### config.mk
export PLATFORM = sky130hd
export DESIGN_NAME = sample_fifo_trig
export DESIGN_NICKNAME = d
export VERILOG_FILES = /design/src/rtl/sfifo_pkg.sv /design/src/rtl/sfifo_mode.sv /design/src/rtl/sfifo_admit.sv /design/src/rtl/sfifo_store.sv /design/src/rtl/sample_fifo_trig.sv
export SDC_FILE = /design/constraint.sdc
export NUM_CORES = 1
export LEC_CHECK = 0
export BUFFER_PORTS_ARGS = -buffer_cell sky130_fd_sc_hd__buf_2
export CAP_MARGIN = 20
export CELL_PAD_IN_SITES_DETAIL_PLACEMENT = 0
export CELL_PAD_IN_SITES_GLOBAL_PLACEMENT = 1
export CORE_MARGIN = 3
export CORE_UTILIZATION = 45
export DETAILED_ROUTE_END_ITERATION = 8
export PLACE_DENSITY_LB_ADDON = 0.1
export SKIP_CTS_REPAIR_TIMING = 1
export SKIP_LAST_GASP = 1
export SYNTH_ARGS = -nofsm -noshare
export SYNTH_HDL_FRONTEND = slang
export SYNTH_SLANG_ARGS = --single-unit
### constraint.sdc
create_clock -name clk -period 7.75 [get_ports clk]
set_input_delay 1.55 -clock clk [delete_from_list [all_inputs] [get_ports clk]]
set_output_delay 1.55 -clock clk [all_outputs]
set_load 0.1 [all_outputs]
### src/rtl/sfifo_pkg.sv
package sfifo_pkg;

  typedef enum logic [1:0] {
    FM_OFF  = 2'b00,
    FM_CIRC = 2'b01,
    FM_FILL = 2'b10,
    FM_TRIG = 2'b11
  } fmode_e;

  // Next mode: leaving or entering off is allowed, active-to-active is not.
  function automatic fmode_e mode_step(fmode_e cur, logic [1:0] req);
    if (req == 2'b00 || cur == FM_OFF) return fmode_e'(req);
    return cur;
  endfunction

  // Pre-trigger window size, never larger than the storage.
  function automatic int wm_clamp(int wm, int depth);
    return (wm > depth) ? depth : wm;
  endfunction

  // Watermark comparison with zero meaning "disabled".
  function automatic logic wm_hit(int cnt, int wm);
    return (wm != 0) && (cnt >= wm);
  endfunction

endpackage

### src/rtl/sfifo_mode.sv
module sfifo_mode
  import sfifo_pkg::*;
#(
  parameter int CW = 6
) (
  input  logic          clk,
  input  logic          rst_n,
  input  logic [1:0]    mode_req,
  input  logic          flush,
  input  logic          trig,
  input  logic          push_ok,
  output fmode_e        mode_q,
  output logic          clr,
  output logic          trig_seen,
  output logic [CW-1:0] post_cnt
);

  fmode_e nxt_mode;

  always_comb begin
    nxt_mode = mode_step(mode_q, mode_req);
    clr      = flush || (nxt_mode == FM_OFF);
  end

  always_ff @(posedge clk or negedge rst_n) begin
    if (!rst_n) begin
      mode_q    <= FM_OFF;
      trig_seen <= 1'b0;
      post_cnt  <= '0;
    end else begin
      mode_q <= nxt_mode;
      if (clr) begin
        trig_seen <= 1'b0;
        post_cnt  <= '0;
      end else begin
        if (mode_q == FM_TRIG && trig) trig_seen <= 1'b1;
        if (trig_seen && push_ok) post_cnt <= post_cnt + 1'b1;
      end
    end
  end

endmodule

### src/rtl/sfifo_admit.sv
module sfifo_admit
  import sfifo_pkg::*;
#(
  parameter int DEPTH = 32,
  parameter int CW    = 6,
  parameter int WW    = 6
) (
  input  fmode_e        mode_q,
  input  logic          trig_seen,
  input  logic [CW-1:0] post_cnt,
  input  logic [CW-1:0] count,
  input  logic          in_vld,
  input  logic          pop,
  input  logic [WW-1:0] wmark,
  output logic          push_ok,
  output logic          pop_eff,
  output logic          drop
);

  int   wm_e;
  int   room;
  logic full;

  always_comb begin
    wm_e    = wm_clamp(int'(wmark), DEPTH);
    room    = DEPTH - wm_e;
    full    = (int'(count) == DEPTH);
    pop_eff = pop && (count != '0) && (mode_q != FM_OFF);
    push_ok = 1'b0;
    drop    = 1'b0;
    unique case (mode_q)
      FM_OFF: ;
      FM_CIRC: begin
        push_ok = in_vld;
        drop    = push_ok && !pop_eff && full;
      end
      FM_FILL: push_ok = in_vld && (!full || pop_eff);
      FM_TRIG: begin
        if (!trig_seen) begin
          push_ok = in_vld && (wm_e != 0);
          drop    = push_ok && !pop_eff && (int'(count) >= wm_e);
        end else begin
          push_ok = in_vld && (int'(post_cnt) < room) && (!full || pop_eff);
        end
      end
      default: ;
    endcase
  end

endmodule

### src/rtl/sfifo_store.sv
module sfifo_store #(
  parameter int DW    = 16,
  parameter int DEPTH = 32,
  parameter int CW    = 6,
  parameter int AW    = 5
) (
  input  logic          clk,
  input  logic          rst_n,
  input  logic          clr,
  input  logic          push_ok,
  input  logic          pop_eff,
  input  logic          drop,
  input  logic [DW-1:0] wdata,
  output logic [CW-1:0] count,
  output logic [DW-1:0] head
);

  logic [DW-1:0] mem [DEPTH];
  logic [AW-1:0] wr_ptr;
  logic [AW-1:0] rd_ptr;
  logic          adv;

  assign adv  = pop_eff || drop;
  assign head = (count != '0) ? mem[rd_ptr] : '0;

  always_ff @(posedge clk) begin
    if (push_ok && !clr) mem[wr_ptr] <= wdata;
  end

  always_ff @(posedge clk or negedge rst_n) begin
    if (!rst_n) begin
      wr_ptr <= '0;
      rd_ptr <= '0;
      count  <= '0;
    end else if (clr) begin
      wr_ptr <= '0;
      rd_ptr <= '0;
      count  <= '0;
    end else begin
      if (push_ok) wr_ptr <= wr_ptr + 1'b1;
      if (adv)     rd_ptr <= rd_ptr + 1'b1;
      unique case ({push_ok, adv})
        2'b10:   count <= count + 1'b1;
        2'b01:   count <= count - 1'b1;
        default: count <= count;
      endcase
    end
  end

endmodule

### src/rtl/sample_fifo_trig.sv
module sample_fifo_trig
  import sfifo_pkg::*;
#(
  parameter int DW    = 16,
  parameter int DEPTH = 32,
  parameter int WW    = 6
) (
  input  logic                         clk,
  input  logic                         rst_n,
  input  logic [1:0]                   mode_req,
  input  logic [WW-1:0]                wmark,
  input  logic                         flush,
  input  logic                         in_vld,
  input  logic [DW-1:0]                in_data,
  input  logic                         trig,
  input  logic                         pop,
  input  logic                         stat_rd,
  output logic [DW-1:0]                head_data,
  output logic [$clog2(DEPTH+1)-1:0]   count,
  output logic                         ovf_flag,
  output logic                         wm_flag,
  output logic                         int_src
);

  localparam int CW = $clog2(DEPTH + 1);
  localparam int AW = $clog2(DEPTH);

  fmode_e        mode_q;
  logic          clr;
  logic          trig_seen;
  logic [CW-1:0] post_cnt;
  logic          push_ok;
  logic          pop_eff;
  logic          drop;
  logic          pushed_q;

  sfifo_mode #(.CW(CW)) u_mode (
    .clk       (clk),
    .rst_n     (rst_n),
    .mode_req  (mode_req),
    .flush     (flush),
    .trig      (trig),
    .push_ok   (push_ok),
    .mode_q    (mode_q),
    .clr       (clr),
    .trig_seen (trig_seen),
    .post_cnt  (post_cnt)
  );

  sfifo_admit #(.DEPTH(DEPTH), .CW(CW), .WW(WW)) u_admit (
    .mode_q    (mode_q),
    .trig_seen (trig_seen),
    .post_cnt  (post_cnt),
    .count     (count),
    .in_vld    (in_vld),
    .pop       (pop),
    .wmark     (wmark),
    .push_ok   (push_ok),
    .pop_eff   (pop_eff),
    .drop      (drop)
  );

  sfifo_store #(.DW(DW), .DEPTH(DEPTH), .CW(CW), .AW(AW)) u_store (
    .clk     (clk),
    .rst_n   (rst_n),
    .clr     (clr),
    .push_ok (push_ok),
    .pop_eff (pop_eff),
    .drop    (drop),
    .wdata   (in_data),
    .count   (count),
    .head    (head_data)
  );

  always_comb begin
    ovf_flag = (int'(count) == DEPTH) && !(mode_q == FM_TRIG && !trig_seen);
    wm_flag  = wm_hit(int'(count), int'(wmark));
  end

  always_ff @(posedge clk or negedge rst_n) begin
    if (!rst_n) begin
      pushed_q <= 1'b0;
      int_src  <= 1'b0;
    end else if (clr) begin
      pushed_q <= 1'b0;
      int_src  <= 1'b0;
    end else begin
      pushed_q <= push_ok;
      if (pushed_q && (ovf_flag || wm_flag)) int_src <= 1'b1;
      else if (stat_rd)                      int_src <= 1'b0;
    end
  end

endmodule

=== Yosys cells after proc, flatten, opt, wreduce, memory -nomap -nowiden ===
Memories as Yosys holds them, arrays and structs flattened.
Cells that the tools add are included.

* Register bits after elaboration: 27
* Latch bits: 0
* Memory bits (writable): 512
* Memory bits (read-only): 0
* Input bits: 31
* Output and inout port bits: 25
* Word-level logic and storage cells: 90
* Memories: 1

{| class="wikitable"
|+ Memories
! memory !! depth !! bits a word !! rd ports !! clocked after Yosys merged registers in !! wr ports !! RTL line !! source
|-
| u_store.mem || 32 || 16 || 1 || 0 || 1 || sfifo_store.sv:18 || <nowiki>logic [DW-1:0] mem [DEPTH];</nowiki>
|}

* Add/sub/neg operators: 6
* Multiply operators: 0
* Div/mod/pow operators: 0
* Order comparisons: 4
* Equality and inequality tests: 6
* Shift operators: 0
* Multiplexer cells: 25
* Bitwise operators: 0
* Reduce and logical (&&, ||, !) cells: 40

{| class="wikitable"
|+ Operators with widths
! kind !! number
|-
| $ge A7 B32 Y1 || 1
|-
| $lt A7 B32 Y1 || 1
|-
| $reduce_bool A32 Y1 || 1
|-
| $sub A7 B32 Y32 const A || 1
|-
| $mux W6 || 4
|-
| $mux W5 || 4
|-
| $logic_and A1 B1 Y1 || 17
|-
| $mux W16 || 1
|-
| $add A6 B1 Y6 const B || 2
|-
| $pmux W6 S2 || 1
|-
| $reduce_bool A6 Y1 || 2
|-
| $mux W1 || 11
|-
| $add A5 B1 Y5 const B || 2
|-
| $reduce_bool A2 Y1 || 5
|-
| $eq A2 B2 Y1 const B || 3
|-
| $eq A6 B6 Y1 const B || 1
|-
| $ge A6 B6 Y1 || 1
|-
| $gt A6 B6 Y1 const B || 1
|-
| $logic_not A2 Y1 || 3
|-
| $reduce_bool A3 Y1 || 2
|-
| $sub A6 B1 Y6 const B || 1
|-
| $logic_not A1 Y1 || 5
|-
| $logic_or A1 B1 Y1 || 5
|-
| $eq A2 B1 Y1 const B || 2
|-
| 3 further kinds || 4
|}

=== Logic depth before layout (Yosys ltp) ===
Gate-level depths: netlist (run 1).

* Depth after elaboration: 12
* Mapped depth: 19
* Depth with buffers taken out: 18

=== Cells and area by module ===
A second synthesis (run 1) with hierarchy kept.

* Cells, all modules: 1,135
* Area total of the unflattened synthesis: 21,829.7 sq um

{| class="wikitable"
|+ By module, submodules not included
! module !! times used !! cells each !! area an instance (sq um) !! sequential area each (sq um)
|-
| sfifo_store || 1 || 998 || 20,691.1 || 15,775.1
|-
| sfifo_admit || 1 || 64 || 450.4 || 0.0
|-
| sfifo_mode || 1 || 41 || 402.9 || 225.2
|-
| sample_fifo_trig || 1 || 32 || 285.3 || 50.0
|}

=== Worst setup path before layout (run 1) ===
No wires, ideal clock.

* Kind: input -> output
* Start: in wmark[0]
* End: out wm_flag
* Arrival time: 4,301 ps
* Data required time: 6,200 ps
* Setup slack: 1,899 ps
* Cell stages on the path: 6
* Path buffers: 0
* Cell sequence: ha_1 -> nand2b_1 -> a21o_1 -> a21o_1 -> a21oi_1 -> o21ai_0

* Word-level cells in the longest chain between the ends: 2
* Elaborated cells on any way between the ends: 3
* Classes of those cells: 1 x order compare; 2 x reduce/logical

{| class="wikitable"
|+ Ends and longest elaborated chain
! what !! RTL line !! source
|-
| start: declaration || sample_fifo_trig.sv:11 || <nowiki>input logic [WW-1:0] wmark,</nowiki>
|-
| $ge A6 B6 Y1 / $reduce_bool A6 Y1 (equally long branches) || sfifo_pkg.sv:23 || <nowiki>return (wm != 0) && (cnt >= wm);</nowiki>
|-
| $logic_and A1 B1 Y1 * || sfifo_pkg.sv:23 ||
|-
| end: declaration || sample_fifo_trig.sv:21 || <nowiki>output logic wm_flag,</nowiki>
|}

Mark *: on every way between the ends. The rest lies on a longest branch, timed or not.

=== Final worst setup path (run 1) ===
* Start: reg u_store.rd_ptr[0]
* End: out head_data[8]

* Word-level cells in the longest chain between the ends: 2

{| class="wikitable"
|+ Ends and longest elaborated chain
! what !! RTL line !! source
|-
| start: declaration || sfifo_store.sv:20 || <nowiki>logic [AW-1:0] rd_ptr;</nowiki>
|-
| start signal: assignment || sfifo_store.sv:41 || <nowiki>if (adv) rd_ptr <= rd_ptr + 1'b1;</nowiki>
|-
| $mem_v2 Z32 W16 || -- ||
|-
| $mux W16 || sfifo_store.sv:24 || <nowiki>assign head = (count != '0) ? mem[rd_ptr] : '0;</nowiki>
|-
| end: declaration || sample_fifo_trig.sv:18 || <nowiki>output logic [DW-1:0] head_data,</nowiki>
|}

No other way between the ends.

==> reports/results.tsv, run 1 <==
metric	value	unit
MaxCap Viol Count	0	
final setup fails	0	
Final period util	71.2	%
Psw	2.67	mW
drt via density	5.84	
Pleak	7.78	nW
post-synthesis net count	1100	
GRT Overall Usage	20.2	%
final WL	50.0	mm
Core Area	47100	um2
Initial Util	46.1	%
fillcell total	3745	
vias	10300	
Detailed Routing Iterations Pass 1	5	
Tmin final	5.52	ns
Clock Pin Slew Worst Setup and Hold Paths	0.06	ns
Post-Route Setup TNS	0	ns
DRT iter0 DRCs	1147	
Compound-Gate Fraction of Synth Area	1.95	%
antenna-violating nets left	0	
mapped cell area	21700	um2
Least-Margin Pin Slew	1.06	ns
global-route wire length before repair	73.2	mm
WL/cell	28.4	um
RSZ-0062 raised after global routing	no	
Clk pwr share	33.2	%
Internal	5.57	mW
WP data required	6.20	ns
Worst path top cell family by delay	multiplexers	
H-tree depth	2	
largest net degree at the start of global routing	84	
die height	226	um
Startpoint Class	register	
Main synth FF type	edfxtp_1	
Post-Synthesis Cells	1039	
Die Area	51000	um2
HP Class	register to register	
FF+latch area	16100	um2
Gate power share	26.3	%
grt total ovfl	0	
run status	finished clean	
r2r startpoint	u_store.count[4]	
r2r endpoint	u_store.mem[15][11]	
Arrival @ worst endpoint	3.97	ns
crit path buf inv count	2	
Port Buffers	55	
IO Pins	56	
Detail Placement HPWL	30.5	mm
most common cell after layout, fill and taps aside	edfxtp_1	
Final Hold Viols	0	
Cell Rows	79	
mux cell area share after synthesis	17.6	%
sequential share of power	40.4	%
root buffer cell	clkbuf_16	
synth unique cells	48	
Synth Area in XOR/XNOR	0.242	%
Hold Path Origin	u_mode.mode_q[0]	
CTS tree	done	
Longest Clk Path Bufs	3	
hold-critical path depth	1	
Mapped Avg Cell Area	20.9	um2
Post-synth EDFFs	512	
Worst Skew	0.0127	ns
fmax	181	MHz
largest family of logic cells by synthesized area	multiplexers	
synthesis-to-finish area growth	13.1	%
VDD IR-drop max	0.000526	V
commonest non-fill, non-tap cells in the layout	512 x edfxtp_1, 160 x mux4_2, 57 x clkbuf_16	
clock sinks	539	
simple-gate share of the synthesized area	3.12	%
Multi-input gate area	5450	um2
Crit Path Category	register to primary output	
Critical Path Most Common Cell	mux4_2	
Skew-Pair Late Insertion Delay	0.60	ns
post-synthesis adder-cell area fraction	1.76	%
worst-path cell chain	buf_4 -> mux4_2 -> mux4_2 -> mux2i_1 -> nor2_1 -> buf_2	
Worst path depth	6	
PwrDens	335	nW/um2
Synthesis Warnings	0	
post-synthesis sequential area ratio	73.8	%
# diodes	0	
share of layout cells above drive strength 1	30.4	%
Hold WS	0.588	ns
number of global-route vias before repair	10400	
critical-path maximum fanout	35	
initial antenna violation count	7	
worst stage delay on the critical path	0.89	ns
sw frac	32.4	%
Worst R2R Path Depth	6	
Synth Register Bits	539	
Min-Delay Endpoint	u_mode.mode_q[1]	
TritonCTS Buffers	56	
Slew Viols, Final	0	
R2R Setup Slk	3.83	ns
layout net count	1171	
critical path's slowest cell	dfrtp_4	
Max-Slew Margin vs Limit	29.4	%
Die Width	226	um
Residual DRC	0	
routability cong.	0.759	
Setup crit end kind	primary output	
Post-synth ARST share	5.01	%
cell usage after synthesis, drive strengths merged, types with 3 or more instances:
cell type / count / area [um2]
a211oi: 5 / 37.5
a21o: 6 / 45.0
a21oi: 20 / 104
a41o: 3 / 30.0
and3: 5 / 31.3
buf: 30 / 166
clkbuf: 22 / 82.6
dfrtp: 27 / 676
edfxtp: 512 / 15400
ha: 29 / 363
inv: 18 / 67.6
mux2i: 23 / 230
mux4: 160 / 3600
nand2: 28 / 105
nand3: 12 / 60.1
nor2: 68 / 255
nor2b: 4 / 25.0
nor3: 5 / 35.0
o21ai: 19 / 95.1
or3: 11 / 68.8
xnor2: 4 / 35.0
cell type report:
class | count | area share [%]
Clock buffer | 70 | 6.12
Timing Repair Buffer | 65 | 1.53
Inverter | 18 | 0.275
Tap cell | 607 | 3.09
Sequential cell | 539 | 65.3
Clock inverter | 33 | 1.50
Multi-Input combinational cell | 430 | 22.2
layer usage:
layer  track usage (%)  vias up  wire length, um
met1              32.7     5451            24000
met4              3.96        0              763
met2              28.8      336            22000
met3              4.07       48             3230
met5                 0        -                0
li1                  -     4457                -
power groups by stage:
| stage | registers (mW) | logic (mW) | clock network, mW |
|---|---|---|---|
| 2_1_floorplan | 3.39 | 1.62 | 0 |
| 3_3_place_gp | 3.40 | 2.18 | 0 |
| 3_5_place_dp | 3.40 | 2.19 | 0 |
| 4_1_cts | 3.34 | 2.19 | 2.80 |
| 5_1_grt | 3.35 | 2.29 | 2.93 |
| 6_report | 3.33 | 2.17 | 2.74 |
worst max-delay path by stage:
| stage | end | slack (ns) | from |
|---|---|---|---|
| floorplan | wm_flag | 1.90 | wmark[0] |
| global placement | u_store.mem[19][4] | 1.88 | wmark[5] |
| detailed placement | u_store.mem[15][11] | 1.90 | wmark[5] |
| CTS | head_data[8] | 2.17 | u_store.rd_ptr[0] |
| global route | head_data[8] | 2.06 | u_store.rd_ptr[0] |
| finish | head_data[8] | 2.23 | u_store.rd_ptr[0] |
registers in the layout (all words and copies together), names as in the netlist:
name / cells
int_src: 1
pushed_q: 1
u_mode.mode_q: 2
u_mode.post_cnt: 6
u_mode.trig_seen: 1
u_store.count: 6
u_store.mem: 512
u_store.rd_ptr: 5
u_store.wr_ptr: 5
worst reg2reg max path: cells and delay by family, from the launching register on:
family / cells / cell delay (ns)
AO/OA/AOI/OAI: 2 / 0.94
AND/OR/NAND/NOR: 4 / 2.05
flip-flops: 1 / 0.54
cell families (layout without fill, tap and decap cells):
logic type | count (synthesis) | after routing
flops | 539 | 539
mux | 183 | 183
simple gates | 145 | 145
buf+inv | 70 | 186
compound gates | 66 | 66
fa+ha+maj | 30 | 30
xor+xnor | 6 | 6
metrics by stage:
step / instances / util (%) / total power, mW / setup WS (ns) / area (um2)
6_report: 1762 / 52.2 / 8.24 / 2.23 / 24600
5_1_grt: 1762 / 52.2 / 8.56 / 2.06 / 24600
4_1_cts: 1762 / 52.2 / 8.33 / 2.17 / 24600
3_5_place_dp: 1659 / 48.2 / 5.59 / 1.90 / 22700
3_3_place_gp: 1659 / 48.2 / 5.58 / 1.88 / 22700
2_1_floorplan: 1039 / - / 5.02 / 1.90 / 21700
No activity file was read; power rests on OpenSTA's default activity.
==> run 2: changes to the inputs <==
==> constraint.sdc (replaced) <==
create_clock -name clk -period 4.42 [get_ports clk]
set_input_delay 0.884 -clock clk [delete_from_list [all_inputs] [get_ports clk]]
set_output_delay 0.884 -clock clk [all_outputs]
set_load 0.1 [all_outputs]
==> run 2 against run 1 <==
Compared with the run above: clock-buffer cell count grew 8; critical path depth is the same; flip-flop and latch count unchanged; worst hold slack worse by 0.25 ns; critical endpoint is now head_data[15].
==> reports/results.tsv, run 2 (synthesis gave the netlist of run 1 again) <==
metric	value	unit	change
Pleak	8.11	nW	was 7.78 nW
Arrival @ worst endpoint	3.27	ns	was 3.97 ns
HP Class	input port to asynchronous set/reset pin		was register to register
crit path buf inv count	2		unchanged
Startpoint Class	register		unchanged
Residual DRC	0		unchanged
Worst R2R Path Depth	12		was 6
Crit Path Category	register to primary output		unchanged
Detail Placement HPWL	29.2	mm	was 30.5 mm
register with the most flip-flops	u_store.mem		unchanged
H-tree depth	2		unchanged
Worst Skew	0.0126	ns	was 0.0127 ns
synthesis-to-finish area growth	16.1	%	was 13.1%
Setup crit end kind	primary output		unchanged
CTS tree	done		unchanged
Detailed Routing Iterations Pass 1	4		was 5
initial antenna violation count	2		was 7
Critical Path Most Common Cell	mux4_2		unchanged
Largest register FFs	512		unchanged
Worst path depth	6		unchanged
clock sinks	539		unchanged
GRT Overall Usage	19.9	%	was 20.2%
r2r startpoint	u_store.count[4]		unchanged
Skew-Pair Late Insertion Delay	0.59	ns	was 0.60 ns
commonest non-fill, non-tap cells in the layout	512 x edfxtp_1, 160 x mux4_2, 56 x clkbuf_16		was 512 x edfxtp_1, 160 x mux4_2, 57 x clkbuf_16
TritonCTS Buffers	55		was 56
global-route wire length before repair	73.0	mm	was 73.2 mm
IO Pins	56		unchanged
root buffer cell	clkbuf_16		unchanged
final instance area	25200	um2	was 24600 um2
PwrDens	558	nW/um2	was 335 nW/um2
DRT iter0 DRCs	783		was 1147
largest net degree at the start of global routing	66		was 84
Longest Clk Path Bufs	3		unchanged
most common cell after layout, fill and taps aside	edfxtp_1		unchanged
fmax	241	MHz	
WL/cell	26.9	um	was 28.4 um
run status	finished clean		unchanged
Die Area	51000	um2	unchanged
Final period util	94.1	%	
Post-Route Setup TNS	0	ns	unchanged
routability cong.	0.772		was 0.759
Port Buffers	55		unchanged
Core Area	47100	um2	unchanged
Worst path top cell family by delay	multiplexers		unchanged
critical-path maximum fanout	44		was 35
MaxCap Viol Count	0		unchanged
Initial Util	46.1	%	unchanged
worst-path cell chain	buf_12 -> mux4_2 -> mux4_2 -> mux2i_1 -> nor2_1 -> buf_2		was buf_4 -> mux4_2 -> mux4_2 -> mux2i_1 -> nor2_1 -> buf_2
layout net count	1233		was 1171
Die Width	226	um	unchanged
worst setup margin	0.263	ns	was 2.23 ns
CP startpoint	u_store.rd_ptr[0]		unchanged
die height	226	um	unchanged
WP data required	3.54	ns	was 6.20 ns
share of layout cells above drive strength 1	33.7	%	was 30.4%
RSZ-0062 raised after global routing	no		unchanged
critical path's slowest cell	mux4_2		was dfrtp_4
Final Hold Viols	0		unchanged
antenna-violating nets left	0		unchanged
Least-Margin Pin Slew	1.04	ns	was 1.06 ns
placed cell areas	23400	um2	was 22700 um2
final setup fails	0		unchanged
Final Util	53.5	%	was 52.2%
final WL	49.2	mm	was 50.0 mm
Tmin final	4.16	ns	
Cell Rows	79		unchanged
VDD IR-drop max	0.000989	V	was 0.000526 V
Clock Pin Slew Worst Setup and Hold Paths	0.06	ns	about the same
number of global-route vias before repair	11000		was 10400
drt via density	5.68		was 5.84
vias	10400		was 10300
Slew Viols, Final	0		unchanged
dpl ws	-0.0764	ns	was 1.90 ns
grt total ovfl	0		unchanged
worst stage delay on the critical path	0.58	ns	was 0.89 ns
Top Registers	u_store.mem x512, u_mode.post_cnt x6, u_store.count x6		unchanged
Max-Slew Margin vs Limit	30.5	%	was 29.4%
## run 2: cell count changes in the layout (fill, tap and decap cells not counted), moves of 2 or more
cell        previous run  this run
bufinv_16              8         5
clkbuf_1              10        19
diode_2                0         2
buf_12                 2        22
clkinv_1              11         6
clkinvlp_4             1         3
buf_4                  8        51
## run 2: path summary, 6_finish.rpt
| kind | slack, ns | end |
|---|---|---|
| hold / removal | 0.34 | int_src |
| max in group asynchronous | 3.55 | u_store.rd_ptr[1] |
| min in group clk | 0.55 | u_mode.mode_q[1] |
| setup / recovery | 0.26 | head_data[15] |
| hold reg to reg | 0.59 | u_mode.mode_q[1] |
| setup reg to reg | 1.20 | u_store.count[5] |
## run 2: final cells by class
type,instances,area (um2)
fillers,3676,21900
flip-flops and latches,539,16100
multi-input cells,430,5460
clock buffers,78,1510
repair buffers,128,1100
well taps,607,759
clock inverters,25,269
inverters,18,67.6
diodes,2,5.00
## run 2: report_power, final
| group | leakage, nW | internal (mW) | switching, mW |
|---|---|---|---|
| clock network | 0.862 | 2.68 | 1.89 |
| logic | 2.28 | 1.28 | 2.47 |
| registers | 4.96 | 5.65 | 0.101 |
| total | 8.11 | 9.60 | 4.47 |
## run 2: stage by stage
step                      hold WS, ns  total power [mW]  std cells
final                           0.343              14.1       1827
after CTS                       0.323              14.3       1825
after floorplan                 0.521              8.80       1039
after global placement          0.565              9.67       1722
after global routing            0.369              14.7       1825
after detailed placement        0.576              9.68       1722
## run 2: per-layer routing
metal / GRT usage [%] / share of wire [%] / up-vias
met5: 0 / 0.026 / -
met1: 28.3 / 45 / 5537
met2: 33.1 / 50 / 207
met3: 2.96 / 4.0 / 45
li1: - / - / 4591
met4: 4.59 / 1.3 / 2
